[src/rtl/hb_fault_pkg.sv]
package hb_fault_pkg;
  localparam int NBRIDGE = 3;
  localparam int NSW     = 2 * NBRIDGE;
  localparam int WORD_W  = 16;
  // control word fields
  localparam int CT_CLEAR = 0;
  localparam int CT_SW_LO = 1;
  localparam int CT_OCP   = 13;
  localparam int CT_OVLE  = 15;
  // diagnosis word fields
  localparam int DG_TEMP   = 0;
  localparam int DG_SW_LO  = 1;
  localparam int DG_OVER   = 13;
  localparam int DG_UNDER  = 14;
  localparam int DG_SUPPLY = 15;
endpackage

[src/rtl/hb_persist_filter.sv]
module hb_persist_filter #(
  parameter int DLY = 16,
  parameter int N   = 1
) (
  input  logic         clk,
  input  logic         rst_n,
  input  logic [N-1:0] raw,
  output logic [N-1:0] qual
);
  localparam int CW = $clog2(DLY + 1);
  localparam logic [CW-1:0] LIM = CW'(DLY);

  for (genvar g = 0; g < N; g++) begin : g_ch
    logic [CW-1:0] cnt;
    always_ff @(posedge clk or negedge rst_n) begin
      if (!rst_n)          cnt <= '0;
      else if (!raw[g])    cnt <= '0;
      else if (cnt != LIM) cnt <= cnt + 1'b1;
    end
    assign qual[g] = (cnt == LIM);
  end
endmodule

[src/rtl/hb_ctrl_reg.sv]
module hb_ctrl_reg
  import hb_fault_pkg::*;
(
  input  logic              clk,
  input  logic              rst_n,
  input  logic              wr_en,
  input  logic [WORD_W-1:0] wr_data,
  output logic [NSW-1:0]    sw_req,
  output logic              ocp_en,
  output logic              ovle_en,
  output logic              clr
);
  logic unused_bits;
  assign unused_bits = ^{wr_data[CT_OCP-1:CT_SW_LO+NSW], wr_data[CT_OVLE-1]};

  always_ff @(posedge clk or negedge rst_n) begin
    if (!rst_n) begin
      sw_req  <= '0;
      ocp_en  <= 1'b0;
      ovle_en <= 1'b0;
    end else if (wr_en) begin
      sw_req  <= wr_data[CT_SW_LO +: NSW];
      ocp_en  <= wr_data[CT_OCP];
      ovle_en <= wr_data[CT_OVLE];
    end
  end

  assign clr = wr_en & wr_data[CT_CLEAR];
endmodule

[src/rtl/hb_fault_latch.sv]
module hb_fault_latch #(
  parameter int W = 4
) (
  input  logic         clk,
  input  logic         rst_n,
  input  logic [W-1:0] set,
  input  logic         clr,
  output logic [W-1:0] q
);
  always_ff @(posedge clk or negedge rst_n) begin
    if (!rst_n)   q <= '0;
    else if (clr) q <= '0;
    else          q <= q | set;
  end
endmodule

[src/rtl/hb_fault_supervisor.sv]
module hb_fault_supervisor
  import hb_fault_pkg::*;
#(
  parameter int OC_DLY = 2800,
  parameter int UL_DLY = 37000
) (
  input  logic                clk,
  input  logic                rst_n,
  input  logic                wr_en,
  input  logic [WORD_W-1:0]   wr_data,
  input  logic [NSW-1:0]      oc_raw,
  input  logic [NBRIDGE-1:0]  ul_raw,
  input  logic                uv_raw,
  input  logic                ov_raw,
  input  logic                tw_raw,
  input  logic                tsd_raw,
  output logic [NSW-1:0]      gate_en,
  output logic [WORD_W-1:0]   diag
);
  localparam int LW = NSW + 4;

  logic [NSW-1:0]     sw_req, oc_qual, oc_lat;
  logic [NBRIDGE-1:0] ul_qual;
  logic               ocp_en, ovle_en, clr;
  logic               uv_q, ov_q, tw_q, tsd_q;
  logic [LW-1:0]      lat_set, lat_q;
  logic               f_sup, f_ul, f_ol, f_tw, global_off;

  hb_ctrl_reg u_ctrl (
    .clk(clk), .rst_n(rst_n), .wr_en(wr_en), .wr_data(wr_data),
    .sw_req(sw_req), .ocp_en(ocp_en), .ovle_en(ovle_en), .clr(clr)
  );

  hb_persist_filter #(.DLY(OC_DLY), .N(NSW)) u_oc_filt (
    .clk(clk), .rst_n(rst_n), .raw(oc_raw), .qual(oc_qual)
  );

  hb_persist_filter #(.DLY(UL_DLY), .N(NBRIDGE)) u_ul_filt (
    .clk(clk), .rst_n(rst_n), .raw(ul_raw), .qual(ul_qual)
  );

  always_ff @(posedge clk or negedge rst_n) begin
    if (!rst_n) begin
      uv_q <= 1'b0; ov_q <= 1'b0; tw_q <= 1'b0; tsd_q <= 1'b0;
    end else begin
      uv_q <= uv_raw; ov_q <= ov_raw; tw_q <= tw_raw; tsd_q <= tsd_raw;
    end
  end

  assign lat_set = {oc_qual, uv_q | ov_q, |ul_qual, |oc_qual, tw_q};

  hb_fault_latch #(.W(LW)) u_latch (
    .clk(clk), .rst_n(rst_n), .set(lat_set), .clr(clr), .q(lat_q)
  );

  assign oc_lat = lat_q[LW-1 -: NSW];
  assign f_sup  = lat_q[3];
  assign f_ul   = lat_q[2];
  assign f_ol   = lat_q[1];
  assign f_tw   = lat_q[0];

  assign global_off = uv_q | (ov_q & ovle_en) | tsd_q;
  assign gate_en    = sw_req & ~(oc_lat & {NSW{ocp_en}}) & {NSW{~global_off}};

  always_comb begin
    diag                     = '0;
    diag[DG_TEMP]            = f_tw;
    diag[DG_SW_LO +: NSW]    = gate_en;
    diag[DG_OVER]            = f_ol;
    diag[DG_UNDER]           = f_ul;
    diag[DG_SUPPLY]          = f_sup;
  end
endmodule

[config.mk]
export PLATFORM = sky130hd
export DESIGN_NAME = hb_fault_supervisor
export DESIGN_NICKNAME = d
export VERILOG_FILES = /design/src/rtl/hb_fault_pkg.sv /design/src/rtl/hb_persist_filter.sv /design/src/rtl/hb_ctrl_reg.sv /design/src/rtl/hb_fault_latch.sv /design/src/rtl/hb_fault_supervisor.sv
export SDC_FILE = /design/constraint.sdc
export NUM_CORES = 1
export LEC_CHECK = 0
export BUFFER_PORTS_ARGS = -buffer_cell sky130_fd_sc_hd__buf_2
export CORE_UTILIZATION = 65
export DETAILED_ROUTE_END_ITERATION = 8
export PLACE_DENSITY_LB_ADDON = 0.25
export SLEW_MARGIN = 10
export SYNTH_ARGS = -nofsm -noshare
export SYNTH_HDL_FRONTEND = slang
export SYNTH_HIERARCHICAL = 1
export SYNTH_SLANG_ARGS = --single-unit
[constraint.sdc]
create_clock -name clk -period 3 [get_ports clk]
set_input_delay 0.3 -clock clk [delete_from_list [all_inputs] [get_ports clk]]
set_output_delay 0.3 -clock clk [all_outputs]
set_load 0.01 [all_outputs]
### Yosys cells after proc, flatten, opt, wreduce, memory -nomap -nowiden

Index checks and enable logic that the tools add are counted.

| storage, ports and cells | value |
|---|---|
| input port bits | 32 |
| output and inout bits | 22 |
| flip-flop bits (word level) | 142 |

| cells by class | value |
|---|---|
| reductions and logical operators | 2 |
| bitwise logic cells | 11 |
| add/subtract/negate cells | 9 |
| equality and inequality tests | 27 |
| muxes and demuxes | 19 |

Operator list:

| cell | number |
|---|---|
| two-way mux 12 bit | 12 |
| two-way mux 16 bit | 6 |
| adder 12 x 1 -> 12 bit, second input constant | 6 |
| == test 12 bit, second input constant | 6 |
| inequality test 12 bit, second input constant | 6 |
| adder 16 x 1 -> 16 bit, second input constant | 3 |
| == test 16 bit, second input constant | 3 |
| inequality test 16 bit, second input constant | 3 |
| AND 6 bit | 3 |
| inequality test 2 x 1 -> 1 bit, second input constant | 9 |
| two-way mux 10 bit | 1 |
| OR 10 bit | 1 |
| inverter 6 bit | 1 |
| OR reduction 6 bit | 1 |
| OR 1 bit | 3 |
| OR reduction 3 bit | 1 |
| AND 1 bit | 2 |
| inverter 1 bit | 1 |

### Longest topological paths before layout

| logic depth | value |
|---|---|
| depth in word-level cells | 5 |
| gate-level depth with buffers | 7 |
| mapped depth without buffers | 7 |

### By module

The synthesis kept the hierarchy.

Modules (own cells, without submodules):

| module | cells each | area each (µm²) | sequential area each (µm²) | instances |
|---|---|---|---|---|
| hb_persist_filter (u_oc_filt) | 398 | 3848.7 | 1801.7 | 1 |
| hb_persist_filter (u_ul_filt) | 259 | 2601.2 | 1201.2 | 1 |
| hb_fault_latch | 20 | 350.3 | 250.2 | 1 |
| hb_ctrl_reg | 18 | 339.1 | 200.2 | 1 |
| hb_fault_supervisor | 35 | 300.3 | 100.1 | 1 |

### Least setup slack after synthesis

No wires, ideal clock.

| timing path | value |
|---|---|
| path type | flip-flop to flip-flop |
| start point | reg u_ul_filt.g_ch[0].cnt[0] |
| end point | reg u_latch.q[2] |
| arrival | 1.586 ns |
| slack | 1.295 ns |
| path buffers | 1 |
| data required time | 2.881 ns |
| cell stages (with the launch flop) | 8 |
| cells stage by stage | dfrtp_1 -> inv_1 -> ha_1 -> nor3b_1 -> and4_1 -> clkbuf_1 -> or3_1 -> o21ba_1 |

| on the way | value |
|---|---|
| word-level cells in the longest chain between the ends | 4 |

RTL lines:

| item | line | text |
|---|---|---|
| start, declared | hb_persist_filter.sv:14 | `logic [CW-1:0] cnt;` |
| start signal, assigned | hb_persist_filter.sv:18 | `else if (cnt != LIM) cnt <= cnt + 1'b1;` |
| == test 16 bit | hb_persist_filter.sv:20 | `assign qual[g] = (cnt == LIM);` |
| net ul_qual[0] | hb_fault_supervisor.sv:23 | `logic [NBRIDGE-1:0] ul_qual;` |
| OR reduction 3 bit | hb_fault_supervisor.sv:50 | `assign lat_set = {oc_qual, uv_q \| ov_q, \|ul_qual, \|oc_qual, tw_q};` |
| net lat_set[2] | hb_fault_supervisor.sv:26 | `logic [LW-1:0] lat_set, lat_q;` |
| OR 10 bit | hb_fault_latch.sv:13 | `else q <= q \| set;` |
| two-way mux 10 bit | hb_fault_latch.sv:12 | `else if (clr) q <= '0;` |
| end signal, assigned | hb_fault_latch.sv:13 |  |
| end, declared | hb_fault_latch.sv:8 | `output logic [W-1:0] q` |

The timed path passes the listed nets, and every way through them passes these cells.
A chain may end at the register's enable or synchronous reset.

### Final worst setup path

| timing path | value |
|---|---|
| start point | reg u_oc_filt.g_ch[5].cnt[0] |
| end point | reg u_latch.q[1] |

| on the way | value |
|---|---|
| word-level cells in the longest chain between the ends | 4 |

RTL lines:

| item | line |
|---|---|
| start, declared | hb_persist_filter.sv:14 |
| start signal, assigned | hb_persist_filter.sv:18 |
| == test 12 bit | hb_persist_filter.sv:20 |
| net lat_set[9] | hb_fault_supervisor.sv:26 |
| OR reduction 6 bit | hb_fault_supervisor.sv:50 |
| net lat_set[1] | hb_fault_supervisor.sv:26 |
| OR 10 bit | hb_fault_latch.sv:13 |
| two-way mux 10 bit | hb_fault_latch.sv:12 |

The timed path passes the listed nets, and every way through them passes these cells.

==> results.ini <==
[drt]
met1_length_um = 6600
remaining_drc_errors = 0
via_per_inst = 6.07
ant_nets = 0
top_layer = met4
met3_length_um = 461
num_vias = 5625
wl_met2_um = 7620
wl_um = 14900
first_iter_violations = 421
wl_per_cell_um = 16.1
drt_pass1_iterations = 8

[sta]
worst_slew_pin_slew_ns = 0.613
finalMaxSlewViolations = 0
setup_viol = 0
setup_tns_ns = 0
period_minus_slack_ns = 1.92
relSlewSlack_pct = 58.8
fmax_ghz = 0.521
finalCritPeriodShare_pct = 64.0
grt_setup_unrepaired = no
finalHoldViolCount = 0
clock_skew_ns = 0.00715

[pwr]
power_mw = 4.37
p_sw_mw = 0.970
p_per_area_nw_per_um2 = 522
power_frac_seq_pct = 46.2
power.internal_mw = 3.40
cellLeakagePower_nw = 3.67
power_frac_clock_pct = 48.4
vdd_ir_drop_max_v = 0.000518
share_comb_of_total_power_pct = 5.5
swShare_pct = 22.2

[worst_setup_path]
timing.rr.end = u_latch/q[1]
cp.buffers_inverters = 1
r2r_cells = 7
worst-path-max-fanout = 5
worstSetupStartpointType = register
path_cells = inv_1 > ha_1 > or4b_4 > nor4_4 > nor4_1 > nand2_1 > o21ba_1
critPathKind = register to register
critical_path.endpoint = u_latch/q[1]
worstPathArrival_ns = 2.28
crit_family = simple AND/OR/NAND/NOR gates
critPathMaxStageDelay_ns = 0.48
cp_slowest_cell = or4b_4
crit-reg2reg-launch = u_oc_filt/g_ch[5].cnt[0]
crit_path_start = u_oc_filt/g_ch[5].cnt[0]
r2r_slack_ns = 1.08
cp.depth = 7
end_kind = register
critPathRequiredTime_ns = 3.36

[yosys]
synth-simple-area-share_pct = 26.5
synth_compound_area_share_pct = 9.13
ys_ff_latch = 142
synth_xor_area_share_pct = 5.77
yosysTopAreaCell = dfrtp_1
netlist.area_leader.share_pct = 47.8
seq_area_frac_synth_pct = 47.8
syn_area_um2 = 7440
synthCells = 730
synth_fa_ha_area_share_pct = 3.03
syn_avg_cell_area_um2 = 10.2
synth_flop_cell = dfrtp_1
synth_top_family_by_area = simple AND/OR/NAND/NOR gates
ys_warn_count = 6
synth.mux.area_fraction_pct = 3.77
synth_edf_count = 0
postSynth.asyncResetShare_pct = 100
synth.area.top_cells = dfrtp_1 48%, xnor2_1 3.5%, and2_1 3.2%
synth_cell_types = 57

[floorplanning]
num_rows = 38
die_area_um2 = 11900
io_pins = 54
die-width_um = 109
start_util_pct = 67.7
core_area_um2 = 11000
die_h_um = 109

[final_layout]
finalNetCount = 825
regArea_um2 = 3550
drive_above_1_share_pct = 12.5
multi_input_area_um2 = 3610
area_growth_pct = 12.4
fillers = 738
n_antenna_cell = 0

[clock_network]
cts_tree = built
clkTransAtPathRegs_ns = 0.06
h-tree-depth = 4
clock_latency_ns = 0.43
cts_setup_buffers = 0
cts_buffer_depth = 2
hold_buffers = 5
clock-root-buffer = clkbuf_16
cts.sinks = 142
numCtsBuffers = 17
cts-resized-gates = 0

[placement]
place_hpwl_um = 10000
place_congestion = 0.820
port_buffers = 40

[hold_path]
hold_class = input port to register

[global_route]
track_usage_pct = 27.3
antenna_found_initial = 0
grt_pass1_vias = 5547
grt-ovfl-total = 0
grt_pass1_wl_um = 24900
grt_max_degree = 65

[flow_run]
drv_cap = 0

[run_status]
status = finished clean

==> metal layers <==
metal | vias up | global-route usage (%)
met5 | - | 0
met4 | 0 | 9.85
met3 | 28 | 7.59
met2 | 106 | 46.3
met1 | 2803 | 33.1
li1 | 2688 | -
==> synth_stat cells, types with 2 or more instances <==
library cell	instances
nor2_1	16
and3_1	11
inv_1	37
nand4bb_1	4
and2_1	38
xnor2_1	30
o31ai_1	15
nand3b_1	11
nor3b_1	2
nor4_4	3
nand3_1	44
nor3_2	2
o21ai_0	33
a21oi_1	39
nor3_1	9
nor4_1	11
mux2_4	8
ha_1	18
dfrtp_1	142
o32ai_1	3
xor2_1	19
a21boi_0	3
or4_1	14
nand2_1	63
clkinv_1	2
nor4b_1	4
buf_4	12
or3_1	27
nand2b_1	11
and4_1	6
nor4bb_1	4
or4b_4	3
o21ba_1	10
nand4_1	26
mux2i_1	16
clkbuf_1	13
==> flip-flops by register name (all words and copies together) (netlist names) <==
| signal | count |
|---|---|
| tsd_q | 1 |
| u_ctrl/sw_req | 6 |
| u_ul_filt/g_ch.cnt | 48 |
| u_oc_filt/g_ch.cnt | 72 |
| u_ctrl/ocp_en | 1 |
| u_latch/q | 10 |
| tw_q | 1 |
| uv_q | 1 |
| u_ctrl/ovle_en | 1 |
| ov_q | 1 |
==> per-stage QoR <==
step	hold slack, ns	utilization (%)	area [um^2]	worst slack [ns]	instances
detailed placement	0.326	70.3	7720	1.09	891
CTS	0.0921	76.2	8370	1.08	927
global route	0.0956	76.2	8370	0.972	927
finish	0.109	76.2	8370	1.08	927
global placement	0.321	70.3	7720	1.16	891
floorplan	0.00441	-	7460	1.30	735
==> cells by family (layout without fill, tap and decap cells) <==
group           Yosys count  count (layout)
flops                   142             142
compound gates          109             109
mux                      24              24
fa+ha+maj                18              18
xor+xnor                 49              49
buf+inv                  65             117
other cells               1               6
simple gates            322             322
==> cell usage in the layout, fill, tap and decap left out, drive strengths merged, types with 18 or more instances in the layout <==
cell / count
clkbuf: 20
xnor2: 30
dfrtp: 142
nand3: 45
and2: 39
a21oi: 39
xor2: 19
or3: 28
ha: 18
inv: 37
nand4: 28
nand2: 63
o21ai: 34
buf: 42
==> how the worst min path moves through the flow <==
stage / startpoint / endpoint / slack (ns) / depth (start not counted)
floorplan: rst_n / ov_q / 0.004 / 0
global placement: rst_n / u_oc_filt/g_ch[3].cnt[3] / 0.32 / 1
detailed placement: rst_n / u_oc_filt/g_ch[3].cnt[2] / 0.33 / 1
CTS: wr_data[4] / u_ctrl/sw_req[3] / 0.09 / 2
global route: wr_data[3] / u_ctrl/sw_req[2] / 0.1 / 2
finish: wr_data[4] / u_ctrl/sw_req[3] / 0.11 / 2
==> power by group through the flow <==
stage               Clock [mW]  Combinational [mW]  Sequential [mW]
detailed placement           0               0.235             2.05
global placement             0               0.222             2.04
global route              2.24               0.272             2.02
CTS                       2.16               0.242             2.02
floorplan                    0               0.146             2.03
finish                    2.11               0.239             2.02
==> final cells by class <==
cell class	instances	share of cell area, %
clock buffers	20	5.46
clock inverters	11	1.69
inverters	39	1.75
multi-input cells	528	43.1
flip-flops and latches	142	42.5
well taps	140	2.09
repair buffers	47	3.40
No activity file was read; power rests on OpenSTA's default activity.
